$ cat src/rtl/bsp_pkg.sv
package bsp_pkg;
    localparam int DW     = 8;
    localparam int CTRL_W = 8;
    localparam int SEL_W  = $clog2(CTRL_W);

    typedef logic [DW-1:0] byte_t;

    typedef struct packed {
        byte_t data;
        logic  full;
    } rx_st_t;

    typedef struct packed {
        byte_t data;
        logic  full;
        logic  done;
    } tx_st_t;
endpackage

$ cat src/rtl/bsp_edge_det.sv
module bsp_edge_det #(
    parameter bit RISING = 1'b1
) (
    input  logic clk,
    input  logic rst_n,
    input  logic sig,
    output logic hit
);
    logic prev_d, prev_q;

    always_comb begin
        prev_d = sig;
    end

    always_ff @(posedge clk) begin
        if (!rst_n) prev_q <= 1'b1;
        else        prev_q <= prev_d;
    end

    generate
        if (RISING) begin : g_rise
            assign hit = !prev_q && sig;
        end else begin : g_fall
            assign hit = prev_q && !sig;
        end
    endgenerate
endmodule

$ cat src/rtl/bsp_rx_latch.sv
module bsp_rx_latch
    import bsp_pkg::*;
(
    input  logic  clk,
    input  logic  rst_n,
    input  logic  stb_rise,
    input  logic  rd_en,
    input  byte_t bus_in,
    output byte_t data,
    output logic  full
);
    rx_st_t st_d, st_q;

    always_comb begin
        st_d = st_q;
        if (rd_en) st_d.full = 1'b0;
        if (stb_rise) begin
            st_d.data = bus_in;
            st_d.full = 1'b1;
        end
    end

    always_ff @(posedge clk) begin
        if (!rst_n) st_q <= '0;
        else        st_q <= st_d;
    end

    assign data = st_q.data;
    assign full = st_q.full;

    assert_rx_capture_R2: assert property (@(posedge clk) disable iff (!rst_n)
        stb_rise |=> (full && data == $past(bus_in)));

    assert_rd_clear_R3: assert property (@(posedge clk) disable iff (!rst_n)
        (rd_en && !stb_rise) |=> !full);
endmodule

$ cat src/rtl/bsp_tx_latch.sv
module bsp_tx_latch
    import bsp_pkg::*;
(
    input  logic  clk,
    input  logic  rst_n,
    input  logic  wr_en,
    input  byte_t wr_data,
    input  logic  ack_fall,
    input  logic  ack_rise,
    output byte_t data,
    output logic  full,
    output logic  done
);
    tx_st_t st_d, st_q;

    always_comb begin
        st_d = st_q;
        if (ack_fall) st_d.full = 1'b0;
        if (ack_rise) st_d.done = 1'b1;
        if (wr_en) begin
            st_d.data = wr_data;
            st_d.full = 1'b1;
            st_d.done = 1'b0;
        end
    end

    always_ff @(posedge clk) begin
        if (!rst_n) st_q <= '0;
        else        st_q <= st_d;
    end

    assign data = st_q.data;
    assign full = st_q.full;
    assign done = st_q.done;

    assert_wr_load_R4: assert property (@(posedge clk) disable iff (!rst_n)
        wr_en |=> (full && data == $past(wr_data)));

    assert_ack_empty_R6: assert property (@(posedge clk) disable iff (!rst_n)
        (ack_fall && !wr_en) |=> !full);

    assert_done_set_R9: assert property (@(posedge clk) disable iff (!rst_n)
        (ack_rise && !wr_en) |=> done);
endmodule

$ cat src/rtl/bsp_ctrl_reg.sv
module bsp_ctrl_reg
    import bsp_pkg::*;
#(
    parameter int GPIO_W     = 3,
    parameter int IE_OUT_BIT = 6,
    parameter int IE_IN_BIT  = 4
) (
    input  logic              clk,
    input  logic              rst_n,
    input  logic              bit_en,
    input  logic [SEL_W-1:0]  bit_sel,
    input  logic              bit_val,
    output logic              ie_out,
    output logic              ie_in,
    output logic [GPIO_W-1:0] gpio
);
    typedef struct packed {
        logic              ie_out;
        logic              ie_in;
        logic [GPIO_W-1:0] gpio;
    } ctl_t;

    ctl_t st_d, st_q;

    always_comb begin
        st_d = st_q;
        if (bit_en) begin
            if (bit_sel == SEL_W'(IE_OUT_BIT)) st_d.ie_out = bit_val;
            if (bit_sel == SEL_W'(IE_IN_BIT))  st_d.ie_in  = bit_val;
            for (int i = 0; i < GPIO_W; i++) begin
                if (bit_sel == SEL_W'(i)) st_d.gpio[i] = bit_val;
            end
        end
    end

    always_ff @(posedge clk) begin
        if (!rst_n) st_q <= '0;
        else        st_q <= st_d;
    end

    assign ie_out = st_q.ie_out;
    assign ie_in  = st_q.ie_in;
    assign gpio   = st_q.gpio;

    generate
        for (genvar g = 0; g < GPIO_W; g++) begin : g_chk
            assert_gpio_bit_R8: assert property (@(posedge clk) disable iff (!rst_n)
                (bit_en && bit_sel == SEL_W'(g)) |=> (gpio[g] == $past(bit_val)));
        end
    endgenerate

    assert_ie_keep_R8: assert property (@(posedge clk) disable iff (!rst_n)
        !bit_en |=> ($stable(ie_out) && $stable(ie_in) && $stable(gpio)));
endmodule

$ cat src/rtl/bidir_strobe_port.sv
module bidir_strobe_port
    import bsp_pkg::*;
#(
    parameter int GPIO_W     = 3,
    parameter int IE_OUT_BIT = 6,
    parameter int IE_IN_BIT  = 4
) (
    input  logic              clk,
    input  logic              rst_n,
    input  logic              cpu_wr_en,
    input  logic [DW-1:0]     cpu_wr_data,
    input  logic              cpu_rd_en,
    output logic [DW-1:0]     cpu_rd_data,
    input  logic              cpu_bit_en,
    input  logic [SEL_W-1:0]  cpu_bit_sel,
    input  logic              cpu_bit_val,
    input  logic [DW-1:0]     bus_in,
    output logic [DW-1:0]     bus_out,
    output logic              bus_oe,
    input  logic              stb_n,
    input  logic              ack_n,
    output logic              rx_full,
    output logic              tx_full_n,
    output logic              irq,
    output logic [GPIO_W-1:0] gpio_out
);
    logic stb_rise, ack_fall, ack_rise;
    logic tx_full, tx_done, ie_out, ie_in;

    bsp_edge_det #(.RISING(1'b1)) u_stb_rise (
        .clk(clk), .rst_n(rst_n), .sig(stb_n), .hit(stb_rise));
    bsp_edge_det #(.RISING(1'b0)) u_ack_fall (
        .clk(clk), .rst_n(rst_n), .sig(ack_n), .hit(ack_fall));
    bsp_edge_det #(.RISING(1'b1)) u_ack_rise (
        .clk(clk), .rst_n(rst_n), .sig(ack_n), .hit(ack_rise));

    bsp_rx_latch u_rx (
        .clk(clk), .rst_n(rst_n), .stb_rise(stb_rise), .rd_en(cpu_rd_en),
        .bus_in(bus_in), .data(cpu_rd_data), .full(rx_full));

    bsp_tx_latch u_tx (
        .clk(clk), .rst_n(rst_n), .wr_en(cpu_wr_en), .wr_data(cpu_wr_data),
        .ack_fall(ack_fall), .ack_rise(ack_rise),
        .data(bus_out), .full(tx_full), .done(tx_done));

    bsp_ctrl_reg #(
        .GPIO_W(GPIO_W), .IE_OUT_BIT(IE_OUT_BIT), .IE_IN_BIT(IE_IN_BIT)
    ) u_ctl (
        .clk(clk), .rst_n(rst_n), .bit_en(cpu_bit_en), .bit_sel(cpu_bit_sel),
        .bit_val(cpu_bit_val), .ie_out(ie_out), .ie_in(ie_in), .gpio(gpio_out));

    assign tx_full_n = !tx_full;
    assign bus_oe    = !ack_n;
    assign irq       = (rx_full && ie_in) || (tx_done && ie_out);

    assert_rx_keeps_tx_R7: assert property (@(posedge clk) disable iff (!rst_n)
        (stb_rise && !cpu_wr_en && !ack_fall) |=> ($stable(bus_out) && $stable(tx_full_n)));

    assert_irq_quiet_R9: assert property (@(posedge clk) disable iff (!rst_n)
        (!rx_full && !tx_done) |-> !irq);

    assert_reset_state_R1: assert property (@(posedge clk)
        $rose(rst_n) |-> (!rx_full && tx_full_n && !irq && gpio_out == '0));
endmodule

$ cat config.mk
export PLATFORM = sky130hd
export DESIGN_NAME = bidir_strobe_port
export DESIGN_NICKNAME = d
export VERILOG_FILES = /design/src/rtl/bsp_pkg.sv /design/src/rtl/bsp_edge_det.sv /design/src/rtl/bsp_rx_latch.sv /design/src/rtl/bsp_tx_latch.sv /design/src/rtl/bsp_ctrl_reg.sv /design/src/rtl/bidir_strobe_port.sv
export SDC_FILE = /design/constraint.sdc
export NUM_CORES = 1
export LEC_CHECK = 0
export ABC_AREA = 1
export BUFFER_PORTS_ARGS = -buffer_cell sky130_fd_sc_hd__clkbuf_2
export CAP_MARGIN = 0
export CELL_PAD_IN_SITES_DETAIL_PLACEMENT = 2
export CELL_PAD_IN_SITES_GLOBAL_PLACEMENT = 2
export CORE_MARGIN = 3
export CORE_UTILIZATION = 23
export CTS_CLUSTER_SIZE = 30
export DETAILED_ROUTE_END_ITERATION = 10
export MAX_ROUTING_LAYER = met4
export PLACE_DENSITY_LB_ADDON = 0.05
export SLEW_MARGIN = 20
export SYNTH_ARGS = -nofsm -noshare
export SYNTH_HDL_FRONTEND = slang
export SYNTH_SLANG_ARGS = --single-unit
$ cat constraint.sdc
create_clock -name clk -period 1 [get_ports clk]
set_clock_uncertainty 0.05 [all_clocks]
set_input_delay 0.1 -clock clk [delete_from_list [all_inputs] [get_ports clk]]
set_output_delay 0.1 -clock clk [all_outputs]
set_load 0.05 [all_outputs]
# Word level (Yosys, flattened, before mapping)

Cells that the tools add are included.

Register bits after elaboration: 26

Bitwise logic cells: 1
Reductions and logical operators: 19
Multiplexer cells: 5
Equal/unequal tests: 4

Operators by type and width:

| cell                 | number |
|---|---|
| $reduce_and A2 Y1    | 5 |
| $eq A3 B3 Y1 const B | 2 |
| $logic_and A1 B1 Y1  | 5 |
| $logic_not A1 Y1     | 4 |
| $mux W1              | 4 |
| $reduce_bool A2 Y1   | 2 |
| $eq A3 B1 Y1 const B | 1 |
| $eq A3 B2 Y1 const B | 1 |
| $logic_not A3 Y1     | 1 |
| $mux W2              | 1 |
| $reduce_or A2 Y1     | 1 |
| $logic_or A1 B1 Y1   | 1 |
| $not A1 Y1           | 1 |

# Longest topological paths before layout

Depth in word-level cells: 4
Gate-level depth with buffers: 5
Depth with buffers taken out: 5

# By module

Synthesis repeated with hierarchy kept, for this count alone.

Cell total of the unflattened synthesis: 133
Area total of the unflattened synthesis: 1,016.0 µm²

By module, submodules not included:

| module                        | times used | sequential area each (µm²) | cells each | area each (µm²) |
|---|---|---|---|---|
| bsp_tx_latch                  | 1          | 200.2                      | 42         | 347.8 |
| bsp_rx_latch                  | 1          | 180.2                      | 38         | 304.0 |
| bsp_ctrl_reg                  | 1          | 100.1                      | 35         | 242.7 |
| bsp_edge_det (u_ack_rise ...) | 2          | 20.0                       | 4          | 33.8 |
| bsp_edge_det (u_ack_fall)     | 1          | 20.0                       | 5          | 35.0 |
| bidir_strobe_port             | 1          | 0.0                        | 5          | 18.8 |

# Least setup slack after synthesis

OpenSTA, ideal clock, no wires.

Path type: register -> output
From: register u_rx.st_q, in the netlist u_rx.full
To: output port irq
Path buffers: 0
Stages on the path, launching flop included: 2
Data arrival time: 1,138 ps
Data required time: 850 ps
Path slack: -288 ps
Cell sequence: dfxtp_1 > a22o_1

Word-level cells in the longest chain between the ends: 2

RTL lines:

| element                  | line                    | text |
|---|---|---|
| start: declaration       | bsp_rx_latch.sv:12      | `rx_st_t st_d, st_q;` |
| start signal: assignment | bsp_rx_latch.sv:25      | `else st_q <= st_d;` |
| $logic_and A1 B1 Y1      | bidir_strobe_port.sv:54 | `assign irq = (rx_full && ie_in) \|\| (tx_done && ie_out);` |
| $logic_or A1 B1 Y1       | bidir_strobe_port.sv:54 |  |
| end: declaration         | bidir_strobe_port.sv:24 | `output logic irq,` |

Every way passes these cells.

# Final worst setup path

From: register u_tx.st_q, in the netlist u_tx.done
To: output port irq

Word-level cells in the longest chain between the ends: 2

RTL lines:

| element                  | line                    | text |
|---|---|---|
| start: declaration       | bsp_tx_latch.sv:14      | `tx_st_t st_d, st_q;` |
| start signal: assignment | bsp_tx_latch.sv:29      | `else st_q <= st_d;` |
| $logic_and A1 B1 Y1      | bidir_strobe_port.sv:54 |  |
| $logic_or A1 B1 Y1       | bidir_strobe_port.sv:54 |  |

Every way passes these cells.

==> metrics.txt <==
Placer Congestion 0.691; Compound-Gate Fraction of Synth Area 15.0%; Ports 50; top cell type's share of synthesized area 52.8%; max frequency 0.865 GHz; die footprint 0.00511 mm2; crit path from u_tx.done$_SDFFE_PP0P_; IR drop worst, VDD 0.000634 V; syn avg cell area 7.89 um2; CP Cell Sequence a22o_4, buf_8; Area Growth Syn to Fin 53.3%; cell taking the most area after synthesis dfxtp_1; WP data required 850 ps; drt drc 0; CP peak stage delay 340 ps; final setup margin -156 ps; RSZ-0062 raised after global routing true; startpoint types flip-flop; Initial Util 24.3%; Critical Path End Type output port; routed len/inst 13.4 um; final setup fails 1; syn_nets 152; Crit path buffers/inverters 1; critical path class reg -> out; CORE AREA 0.00406 mm2; Pleak 0.731 nW; PD cells 1470 mW/mm2; Adder-Cell Fraction of Synth Area 0%; Worst Hold Class in -> reg; share of cells above drive strength 1 42.6%; Tot GR Track Use 13.0%; Clock Sinks 26; cell with the most instances after synthesis nor2_1; #FFs+latches synth 26; Slew Limit Fails 0; # diodes 0; cts bufs inserted 3; Post-DRT Antenna Nets 0; CP Max Fanout 2; period utilization 116%; port bufs 49; largest family of logic cells by synthesized area simple AND/OR/NAND/NOR gates; Arr. time, crit path 1010 ps; Final Hold Fails 0; Slew headroom 81.1%; HPWL Detailed 2300 um; CP Capture Point irq; vias in the first global route 1096; slowest cell on the critical path dfxtp_2; vias 1002; Worst Hold Path Cells 3; Die Y 71.5 um; R2R Path Start u_stb_rise.prev_q$_SDFF_PN1_; clock tree buffer depth 2; first-pass GRT wire length 5040 um; starting DRC count in detailed routing 14; H-Tree Depth 1; Die W 71.5 um; num rows 23; CTS tree yes; asr flop ratio synth 0%; GR Overflow Total 0; Netlist cell types 19; status finished, violations left; cell depth of the worst setup path 2; mux cell area share after synthesis 0%; layout filler cell count 484; Via density 4.43; synth warn 0; CP delay by family, top flip-flops; number of synthesized flops with an enable pin 0; fin util 37.2%; cell area after synthesis 986 um2; Pre-antenna DRT Iters 4; total wire length 3040 um; Post-synth top cells 40 x nor2_1, 26 x dfxtp_1, 11 x inv_1, 10 x o21ai_1; final net count 205; Hold Startpoint cpu_wr_data[5]; R2R Path End u_rx.data[6]$_SDFFE_PN0P_; xor-xnor portion of the synthesized cell area 0%; main flop type after synthesis dfxtp_1; initial antenna violation count 0; hold-fix buffers at CTS 0; Worst Max-Slew Pin Slew 284 ps; buffer type at the clock tree root clkbuf_8; Synth area leaders dfxtp_1 53%, nor2_1 15%, o21ai_1 5.1%; max_cap viols 0; failing checks negative setup slack; FF-to-FF path depth 5; largest net degree at the start of global routing 14; R2R setup slack 90 ps; Final min period 1160 ps; Worst-path clk slew 80 ps; Pwr Total 2.22 mW; Place WS 68.9 ps; Synth Area in Simple Gates 24.0%; Seq/Total Area, Yosys 52.8%; Skew-Pair Late Insertion Delay 260 ps; Synth Instances 125
==> state kept, by name (all words and copies together), names as in the netlist <==
name and count:
u_ctl.gpio 3, u_ctl.ie_in 1, u_tx.data 8, u_rx.data 8
u_stb_rise.prev_q 1, u_tx.full 1, u_ctl.ie_out 1, u_tx.done 1
u_ack_rise.prev_q 1, u_rx.full 1
==> worst register-to-register path, delay by kind of cell, from the launching register on <==
family | cells | cell delay [ps]
flops | 1 | 320
simple gates | 3 | 300
buf+inv | 2 | 140
==> metrics by stage <==
| step | std cells | hold WS (ps) | instance area, um2 | TNS [ps] |
|---|---|---|---|---|
| 3_5_place_dp | 223 | 284 | 1280 | 0 |
| 6_report | 226 | 10.3 | 1510 | -156 |
| 3_3_place_gp | 223 | 274 | 1280 | 0 |
| 4_1_cts | 226 | 2.96 | 1480 | -178 |
| 5_1_grt | 226 | 1.77 | 1510 | -191 |
| 2_1_floorplan | 125 | 150 | 988 | 0 |
==> what timing repair did <==
| item | 4_1_cts | 5_1_grt |
|---|---|---|
| pin swaps | 1 | 0 |
| setup endpoints to repair | 22 | 18 |
| buffers inserted | 0 | 0 |
| resized for setup | 41 | 25 |
==> logic make-up after synthesis <==
group,count (synthesis)
and+or+nand+nor,57
DFF,26
AOI/OAI and AO/OA,26
buffers and inverters,16
==> power by group <==
| part | internal, mW | switching, mW |
|---|---|---|
| logic | 0.192 | 0.319 |
| clock network | 0.270 | 0.308 |
| registers | 1.10 | 0.0406 |
==> worst min-delay path by stage <==
stage | end | slack, ps
3_5_place_dp | u_tx.data[7]$_SDFFE_PN0P_ | 280
4_1_cts | u_tx.data[5]$_SDFFE_PN0P_ | 3
3_3_place_gp | u_tx.data[1]$_SDFFE_PN0P_ | 270
5_1_grt | u_tx.data[7]$_SDFFE_PN0P_ | 2
6_report | u_tx.data[5]$_SDFFE_PN0P_ | 10
2_1_floorplan | u_stb_rise.prev_q$_SDFF_PN1_ | 150
==> layout make-up <==
type	instances	area [um2]	share of cell area (%)
Sequential cell	26	534	35.3
Timing Repair Buffer	51	429	28.4
Multi-Input combinational cell	83	393	26.0
Tap cell	50	62.6	4.14
Inverter	13	51.3	3.39
Clock buffer	3	41.3	2.73
==> placed cells by master (no fill, tap or decap), drive strengths merged <==
cell type,synthesis,routed
a21oi,7,7
a22o,1,1
buf,3,16
clkbuf,0,38
dfxtp,26,26
inv,13,13
nand2,8,8
nand3,5,5
nor2,42,42
nor3,1,1
o21a,1,1
o21ai,17,17
or2,1,1
==> routing by layer <==
metal,track usage (%),vias to the layer above,wire (um)
li1,-,497,-
met1,14.4,470,1220
met2,22.3,31,1610
met3,3.79,4,172
met4,3.76,0,35
met5,-,-,0
Power figures use the tool's default switching activity.
